<file path="src/rtl/narrow_pkg.sv">
package narrow_pkg;
  typedef enum logic [1:0] {
    CVT_TRUNC = 2'b00,
    CVT_SSAT  = 2'b01,
    CVT_USAT  = 2'b10,
    CVT_BAD   = 2'b11
  } cvt_mode_e;

  typedef enum logic [1:0] {
    VL_SHORT = 2'b00,
    VL_MID   = 2'b01,
    VL_LONG  = 2'b10,
    VL_BAD   = 2'b11
  } vlen_e;
endpackage

</file>
<file path="src/rtl/narrow_ctrl.sv">
module narrow_ctrl import narrow_pkg::*; #(
  parameter int LANES_MAX = 16,
  parameter int RSVD_W    = 4
) (
  input  logic [1:0]           vlen_i,
  input  logic [1:0]           mode_i,
  input  logic [RSVD_W-1:0]    rsvd_i,
  output logic [LANES_MAX-1:0] lane_act_o,
  output logic                 illegal_o
);
  localparam int LANES_MIN = LANES_MAX / 4;

  always_comb begin
    for (int j = 0; j < LANES_MAX; j++) begin
      lane_act_o[j] = (vlen_i != VL_BAD) && (j < (LANES_MIN << vlen_i));
    end
  end

  assign illegal_o = (rsvd_i != {RSVD_W{1'b1}}) || (mode_i == CVT_BAD) || (vlen_i == VL_BAD);
endmodule

</file>
<file path="src/rtl/narrow_lane.sv">
module narrow_lane import narrow_pkg::*; #(
  parameter int SRC_W = 32,
  parameter int DST_W = 16
) (
  input  logic [SRC_W-1:0] src_i,
  input  logic [DST_W-1:0] old_i,
  input  logic [1:0]       mode_i,
  input  logic             act_i,
  input  logic             write_i,
  input  logic             keep_old_i,
  input  logic             kill_i,
  output logic [DST_W-1:0] res_o
);
  localparam logic [DST_W-1:0] S_MAX = {1'b0, {(DST_W-1){1'b1}}};
  localparam logic [DST_W-1:0] S_MIN = {1'b1, {(DST_W-1){1'b0}}};

  logic [DST_W-1:0] conv;
  logic             s_fits;
  logic             u_over;

  // signed value fits when the bits above the result sign are all copies of it
  assign s_fits = (&src_i[SRC_W-1:DST_W-1]) || ~(|src_i[SRC_W-1:DST_W-1]);
  assign u_over = |src_i[SRC_W-1:DST_W];

  always_comb begin
    unique case (mode_i)
      CVT_SSAT: conv = s_fits ? src_i[DST_W-1:0] : (src_i[SRC_W-1] ? S_MIN : S_MAX);
      CVT_USAT: conv = u_over ? {DST_W{1'b1}} : src_i[DST_W-1:0];
      default:  conv = src_i[DST_W-1:0];
    endcase
  end

  always_comb begin
    if (kill_i || !act_i) res_o = '0;
    else if (write_i)     res_o = conv;
    else if (keep_old_i)  res_o = old_i;
    else                  res_o = '0;
  end
endmodule

</file>
<file path="src/rtl/narrow_mask.sv">
module narrow_mask #(
  parameter int LANES_MAX = 16,
  parameter int BE_PER    = 2
) (
  input  logic [LANES_MAX-1:0]        lane_act_i,
  input  logic [LANES_MAX-1:0]        mask_i,
  input  logic                        mask_en_i,
  input  logic                        zero_mode_i,
  input  logic                        dst_mem_i,
  input  logic                        illegal_i,
  output logic [LANES_MAX-1:0]        write_o,
  output logic                        keep_old_o,
  output logic [LANES_MAX*BE_PER-1:0] byte_en_o
);
  assign write_o    = lane_act_i & (mask_en_i ? mask_i : {LANES_MAX{1'b1}});
  // memory targets only merge
  assign keep_old_o = dst_mem_i || !zero_mode_i;

  for (genvar j = 0; j < LANES_MAX; j++) begin : g_be
    assign byte_en_o[j*BE_PER +: BE_PER] = {BE_PER{dst_mem_i && write_o[j] && !illegal_i}};
  end
endmodule

</file>
<file path="src/rtl/narrow_conv.sv">
module narrow_conv #(
  parameter int SRC_W     = 32,
  parameter int DST_W     = 16,
  parameter int LANES_MAX = 16,
  parameter int REG_W     = 512,
  parameter int RSVD_W    = 4
) (
  input  logic                            clk_i,
  input  logic                            rst_ni,
  input  logic                            valid_i,
  input  logic [SRC_W*LANES_MAX-1:0]      src_i,
  input  logic [DST_W*LANES_MAX-1:0]      old_i,
  input  logic [LANES_MAX-1:0]            mask_i,
  input  logic                            mask_en_i,
  input  logic                            zero_mode_i,
  input  logic                            dst_mem_i,
  input  logic [1:0]                      vlen_i,
  input  logic [1:0]                      mode_i,
  input  logic [RSVD_W-1:0]               rsvd_i,
  output logic                            valid_o,
  output logic [REG_W-1:0]                result_o,
  output logic [DST_W*LANES_MAX/8-1:0]    byte_en_o,
  output logic                            illegal_o
);
  localparam int DST_VEC_W = DST_W * LANES_MAX;
  localparam int BE_PER    = DST_W / 8;
  localparam int BE_W      = BE_PER * LANES_MAX;

  logic [LANES_MAX-1:0] lane_act;
  logic [LANES_MAX-1:0] write;
  logic                 illegal;
  logic                 keep_old;
  logic [BE_W-1:0]      be_d;
  logic [DST_VEC_W-1:0] res_d;

  logic [DST_VEC_W-1:0] res_q;
  logic [BE_W-1:0]      be_q;
  logic                 ill_q;
  logic                 vld_q;

  narrow_ctrl #(.LANES_MAX(LANES_MAX), .RSVD_W(RSVD_W)) u_ctrl (
    .vlen_i    (vlen_i),
    .mode_i    (mode_i),
    .rsvd_i    (rsvd_i),
    .lane_act_o(lane_act),
    .illegal_o (illegal)
  );

  narrow_mask #(.LANES_MAX(LANES_MAX), .BE_PER(BE_PER)) u_mask (
    .lane_act_i (lane_act),
    .mask_i     (mask_i),
    .mask_en_i  (mask_en_i),
    .zero_mode_i(zero_mode_i),
    .dst_mem_i  (dst_mem_i),
    .illegal_i  (illegal),
    .write_o    (write),
    .keep_old_o (keep_old),
    .byte_en_o  (be_d)
  );

  for (genvar j = 0; j < LANES_MAX; j++) begin : g_lane
    narrow_lane #(.SRC_W(SRC_W), .DST_W(DST_W)) u_lane (
      .src_i     (src_i[j*SRC_W +: SRC_W]),
      .old_i     (old_i[j*DST_W +: DST_W]),
      .mode_i    (mode_i),
      .act_i     (lane_act[j]),
      .write_i   (write[j]),
      .keep_old_i(keep_old),
      .kill_i    (illegal),
      .res_o     (res_d[j*DST_W +: DST_W])
    );
  end

  always_ff @(posedge clk_i or negedge rst_ni) begin
    if (!rst_ni) begin
      vld_q <= 1'b0;
      res_q <= '0;
      be_q  <= '0;
      ill_q <= 1'b0;
    end else begin
      vld_q <= valid_i;
      if (valid_i) begin
        res_q <= res_d;
        be_q  <= be_d;
        ill_q <= illegal;
      end
    end
  end

  assign valid_o   = vld_q;
  assign result_o  = {{(REG_W-DST_VEC_W){1'b0}}, res_q};
  assign byte_en_o = be_q;
  assign illegal_o = ill_q;
endmodule

</file>
<file path="config.mk">
export PLATFORM = sky130hd
export DESIGN_NAME = narrow_conv
export DESIGN_NICKNAME = d
export VERILOG_FILES = /design/src/rtl/narrow_pkg.sv /design/src/rtl/narrow_ctrl.sv /design/src/rtl/narrow_lane.sv /design/src/rtl/narrow_mask.sv /design/src/rtl/narrow_conv.sv
export SDC_FILE = /design/constraint.sdc
export NUM_CORES = 1
export LEC_CHECK = 0
export CAP_MARGIN = 20
export CORE_AREA = 2 2 521 523
export DETAILED_ROUTE_END_ITERATION = 12
export DIE_AREA = 0 0 523 525
export PLACE_DENSITY_LB_ADDON = 0.2
export SYNTH_ARGS = -nofsm -noshare
export SYNTH_HDL_FRONTEND = slang
export SYNTH_SLANG_ARGS = --single-unit
export TNS_END_PERCENT = 10
</file>
<file path="constraint.sdc">
create_clock -name clk_i -period 1.5 [get_ports clk_i]
set_input_delay 0.3 -clock clk_i [delete_from_list [all_inputs] [get_ports clk_i]]
set_output_delay 0.3 -clock clk_i [all_outputs]
set_load 0.01 [all_outputs]
</file>
---- Yosys cells after proc, flatten, opt, wreduce, memory -nomap -nowiden ----
Index checks and enable logic that the tools add are counted.
storage, ports and cells
  word-level logic and storage cells ...... 306
  bits in registers ....................... 289
operators by class
  magnitude comparators ................... 16
  shifts and indexed selects .............. 1
  equality and inequality tests ........... 6
  bitwise logic cells ..................... 17
  muxes and demuxes ....................... 113
  reduce and logical (&&, ||, !) cells .... 149
operator list
  cell                  number
  $mux 16               97
  $pmux 16 s2           16
  $reduce_and 17->1     16
  $reduce_or 17->1      16
  $lt 5x32->1 const A   8
  $reduce_or 16->1      16
  $lt 4x32->1 const A   4
  $lt 3x32->1 const A   2
  $logic_and 1x1->1     48
  $logic_or 1x1->1      35
  $lt 1x32->1 const A   1
  $lt 2x32->1 const A   1
  $shl 3x2->32 const A  1
  $logic_not 1->1       18
  $and 16x16->16        1
  $not 1->1             16
  $eq 2x2->1 const B    3
  $ne 4x4->1 const B    1
  $eq 2x1->1 const B    1
  $ne 2x2->1 const B    1

---- Logic depth before layout (Yosys ltp) ----
  depth after elaboration ................. 7
  gate-level depth with buffers ........... 10
  depth with buffers taken out ............ 7

---- Modules after synthesis ----
Synthesis repeated with hierarchy kept, for this count alone.
second synthesis, totals
  cell total of the unflattened synthesis .. 2768
  area total of the unflattened synthesis .. 27935.5 um^2
by module, submodules not included
  module       area an instance (um^2)  times used  cells an instance
  narrow_lane  857.1                    16          112
  narrow_conv  13504.2                  1           868
  narrow_mask  556.8                    1           87
  narrow_ctrl  161.4                    1           21

---- Worst setup path after synthesis ----
OpenSTA, ideal clock, no wires.
  path kind ............................... input to register
  from .................................... input mode_i[0]
  to ...................................... register res_q[244]
  data arrival time ....................... 2042 ps
  setup time .............................. 121 ps
  required time ........................... 1379 ps
  stages on the path ...................... 8
  path slack .............................. -663 ps
  cells stage by stage .................... inv_1 ha_1 clkbuf_1 buf_2 o41a_4 buf_6 a311o_1 a22o_1
on the way
  word-level cells in the longest chain between the ends .. 5
  elaborated cells on any way between the ends .. 9
  those cells by class .................... eq/ne: 3; mux: 3; reduce/logical: 3
RTL lines
  what                                                 RTL line           text
  from (decl)                                          narrow_conv.sv:18  input logic [1:0] mode_i,
  branches (longest 4 deep; another with $pmux 16 s2)  --
  $mux 16 *                                            narrow_lane.sv:34  if (kill_i || !act_i) res_o = '0;
  to (signal assigned)                                 narrow_conv.sv:83  res_q <= res_d;
  to (decl)                                            narrow_conv.sv:36  logic [DST_VEC_W-1:0] res_q;
Every way passes the cells marked *.
A chain may end at the register's enable or synchronous reset.

---- Worst setup path in the final report ----
  from .................................... input mode_i[1]
  to ...................................... register res_q[246]
The elaborated chain is that of the path after synthesis.

==> key figures <==
Run status
  • Status: finished with violations
  • Violated checks: negative setup slack

Logic synthesis
  • Syn Std Cell Area: 22800 sq um
  • Post-synth EDFFs: 0
  • Yosys cell types: 68
  • Fraction of registers with async set/reset: 100%
  • Post-Syn Instances: 2995
  • Post-synthesis sequential area ratio: 30.1%
  • #FFs+latches synth: 274
  • Syn. warnings: 0
  • Avg Synthesized Cell Area: 7.62 sq um
  • Top_reg_cell synth: dfrtp_1

Die
  • Core ar.: 269000 sq um
  • Die Area: 275000 sq um
  • DIE HEIGHT: 525 um
  • Site row count: 191
  • IO Pins: 1344
  • Die Width: 523 um
  • Initial core utilization: 8.47%

GRT
  • Met1 Track Usage GR: 19.2%
  • GR Util All Layers: 15.3%
  • Grt met2 use: 26.2%
  • First-pass GRT wire length: 287000 um
  • Antenna violations before repair: 126
  • Busiest grt layer: met2
  • Number of global-route vias before repair: 30.5k
  • Largest net degree at the start of global routing: 62
  • Overflow after GRT: 0
  • GR Util met3: 3.35%

Clock network
  • Skew-Pair Late Insertion Delay: 0.65 ns
  • CTS sink cnt: 274
  • Clk buf depth: 3
  • Clock transition at path regs: 0.07 ns
  • Root Driver: clkbuf_16
  • Num CTS Buffers: 47
  • H-tree levels: 2
  • CTS tree: done

Critical path
  • Crit end category: register
  • Critical path class: input pin to register
  • Worst setup SP type: input pin
  • Reg2reg setup slack: 0.37 ns
  • Data arrival time of the critical path: 2.23 ns
  • CP max FO: 7
  • WP data required: 2.02 ns

Power and ir drop
  • Clock group share of total power: 42.0%
  • Reg power frac: 26.9%
  • Max rail drop VDD: 806 uV
  • Internal: 0.0185 W
  • Cell Pwr Density: 591 nW/um^2
  • Gate power share: 31.1%
  • Lkg Pwr: 20.1 nW
  • NetSw: 0.00959 W
  • Switching part of the total power: 34.2%

Timing
  • Final hold slack: 0.136 ns
  • Minimum clock period: 1.71 ns
  • Final setup fails: 374
  • Final hold viol count: 0
  • RSZ-0062 raised after global routing: yes
  • Peak Freq: 0.586 GHz
  • Slew headroom: 49.2%
  • Clk_skew: 0 ns
  • Slew @ Worst Pin: 0.760 ns
  • Final period util: 114%
  • Slew Limit Fails: 0
  • Setup slack after layout: -0.208 ns

Detailed routing
  • Wire per inst: 27.5 um
  • Drt initial violations: 1832
  • Post-Route WL: 224000 um
  • DRT antenna net count: 0
  • Vias per cell: 3.80
  • DRC errors left: 0
  • Drt first pass iters: 5
  • Via count: 31.0k

Finish
  • Filler cells: 30.2k
  • Area Growth Syn to Fin: 108%
  • Register area: 6880 sq um
  • Area occupied by multi-input gates: 15700 sq um
  • Most frequent cells in the layout: clkdlybuf4s50_1 (565), buf_4 (440), nand2_1 (283)
  • Post-layout net count: 5324
  • Layout cells sized above 1: 29.2%
  • Commonest non-fill, non-tap cell in the layout: clkdlybuf4s50_1

Placed design
  • HPWL after DPL: 176000 um
  • Routability cong.: 0.827
  • Port Buffers: 1087
  • Dpl ws: -1.60 ns

Run
  • Max-cap violations: 0

Hold path
  • Hold Path Class: input pin to register
[routing by layer]
metal	routed length (um)	vias to the layer above
met5	207	-
met4	5500	32
met3	14600	309
met2	110000	1497
met1	94100	15300
li1	-	13900
[registers in the layout, summed over array words and instances, names as in the netlist]
name,count
illegal_o,1
res_q,256
byte_en_o,16
valid_o,1
[cell type report]
type                       count  area share, %
clock buffer                  70           2.96
tap                         3570           9.41
inverter                     145           1.20
clock inverter                13          0.321
sequential                   274           14.5
multi-input combinational   2303           33.1
timing repair buffer        1750           38.3
antenna                       28          0.148
[per-stage QoR]
step                      power (W)  TNS [ns]  cells  instance area (sq um)  utilization, %
after floorplan              0.0103    -89.94   3250                  24000               -
after global placement       0.0157   -365.27   7918                  42200            15.7
after detailed placement     0.0157   -367.72   7918                  42200            15.7
after CTS                    0.0283    -90.61   8083                  45600            16.9
after global routing         0.0294    -61.97   8143                  47500            17.6
final                        0.0281    -33.12   8153                  47500            17.6
[final timing paths]
| kind | from | end | cells past startpoint |
|---|---|---|---|
| worst max-delay path | mode_i[1] | res_q[246] | 8 |
| worst min-delay path | dst_mem_i | byte_en_o[27] | 3 |
| worst max register to register | res_q[254] | res_q[254] | 4 |
| worst min register to register | res_q[32] | res_q[32] | 2 |
| max in group asynchronous | rst_ni | res_q[137] | 4 |
| min in group asynchronous | rst_ni | res_q[191] | 2 |
[power by group through the flow]
stage | clock network (W) | registers (W) | logic, W
5_1_grt | 0.0126 | 0.00756 | 0.00929
6_report | 0.0118 | 0.00756 | 0.00871
3_3_place_gp | 0 | 0.00769 | 0.00804
4_1_cts | 0.0124 | 0.00756 | 0.00838
3_5_place_dp | 0 | 0.00769 | 0.00802
2_1_floorplan | 0 | 0.00771 | 0.00257
[kinds of logic (layout without fill, tap and decap cells)]
| logic type | count (synthesis) | after routing | share of synthesized area, % |
|---|---|---|---|
| other | 1 | 284 | 0.0164 |
| AOI/OAI and AO/OA | 963 | 965 | 29.2 |
| muxes | 13 | 13 | 0.581 |
| DFF | 274 | 274 | 30.1 |
| buffers and inverters | 675 | 1978 | 15.8 |
| and+or+nand+nor | 1064 | 1064 | 24.0 |
| adders and majority gates | 5 | 5 | 0.274 |
[worst max-delay path: stages]
cell	delay (ns)
buf_8	0.10
buf_6	0.11
ha_4	0.33
buf_4	0.18
buf_4	0.15
o41a_4	0.50
a311o_1	0.35
a22o_1	0.19
[synthesized netlist by cell type, types with 6 or more instances]
| master | count | area (sq um) |
|---|---|---|
| nand2_1 | 288 | 1080 |
| dfrtp_1 | 274 | 6860 |
| buf_4 | 272 | 2040 |
| clkbuf_1 | 207 | 777 |
| o21ai_0 | 196 | 981 |
| a21oi_1 | 186 | 931 |
| nand3_1 | 155 | 776 |
| inv_1 | 142 | 533 |
| o211ai_1 | 125 | 938 |
| nor4_1 | 122 | 763 |
| nor2_1 | 121 | 454 |
| nor3_1 | 120 | 601 |
| o221ai_1 | 104 | 911 |
| or3_1 | 76 | 475 |
| a211oi_1 | 74 | 556 |
| nand4_1 | 55 | 344 |
| nor3b_1 | 39 | 293 |
| o21a_1 | 34 | 255 |
| a311oi_1 | 31 | 272 |
| buf_2 | 28 | 140 |
| a22oi_1 | 27 | 203 |
| buf_1 | 21 | 78.8 |
| nand3b_1 | 21 | 158 |
| o2bb2ai_1 | 19 | 166 |
| a311o_1 | 18 | 180 |
| a22o_1 | 16 | 140 |
| a221o_1 | 15 | 150 |
| nor2b_1 | 15 | 93.8 |
| nand2b_1 | 14 | 87.6 |
| a31oi_1 | 13 | 81.3 |
| and4_1 | 12 | 105 |
| o22a_1 | 12 | 105 |
| mux2i_1 | 11 | 110 |
| a2111oi_0 | 10 | 87.6 |
| a2bb2oi_1 | 10 | 87.6 |
| a41oi_1 | 9 | 78.8 |
| o21ai_1 | 8 | 40.0 |
| o22ai_1 | 8 | 50.1 |
| a32oi_1 | 7 | 61.3 |
| and2_1 | 6 | 37.5 |
| o2111ai_1 | 6 | 52.6 |
| o41ai_1 | 6 | 52.6 |
[timing repair]
action,CTS,global route
resized for setup,854,773
setup buffers,53,27
gates cloned,28,19
setup endpoints to repair,563,551
hold buffers,1,0
pin swaps,114,121
hold endpoints to repair,269,0
(Power assumes the default switching activity.)
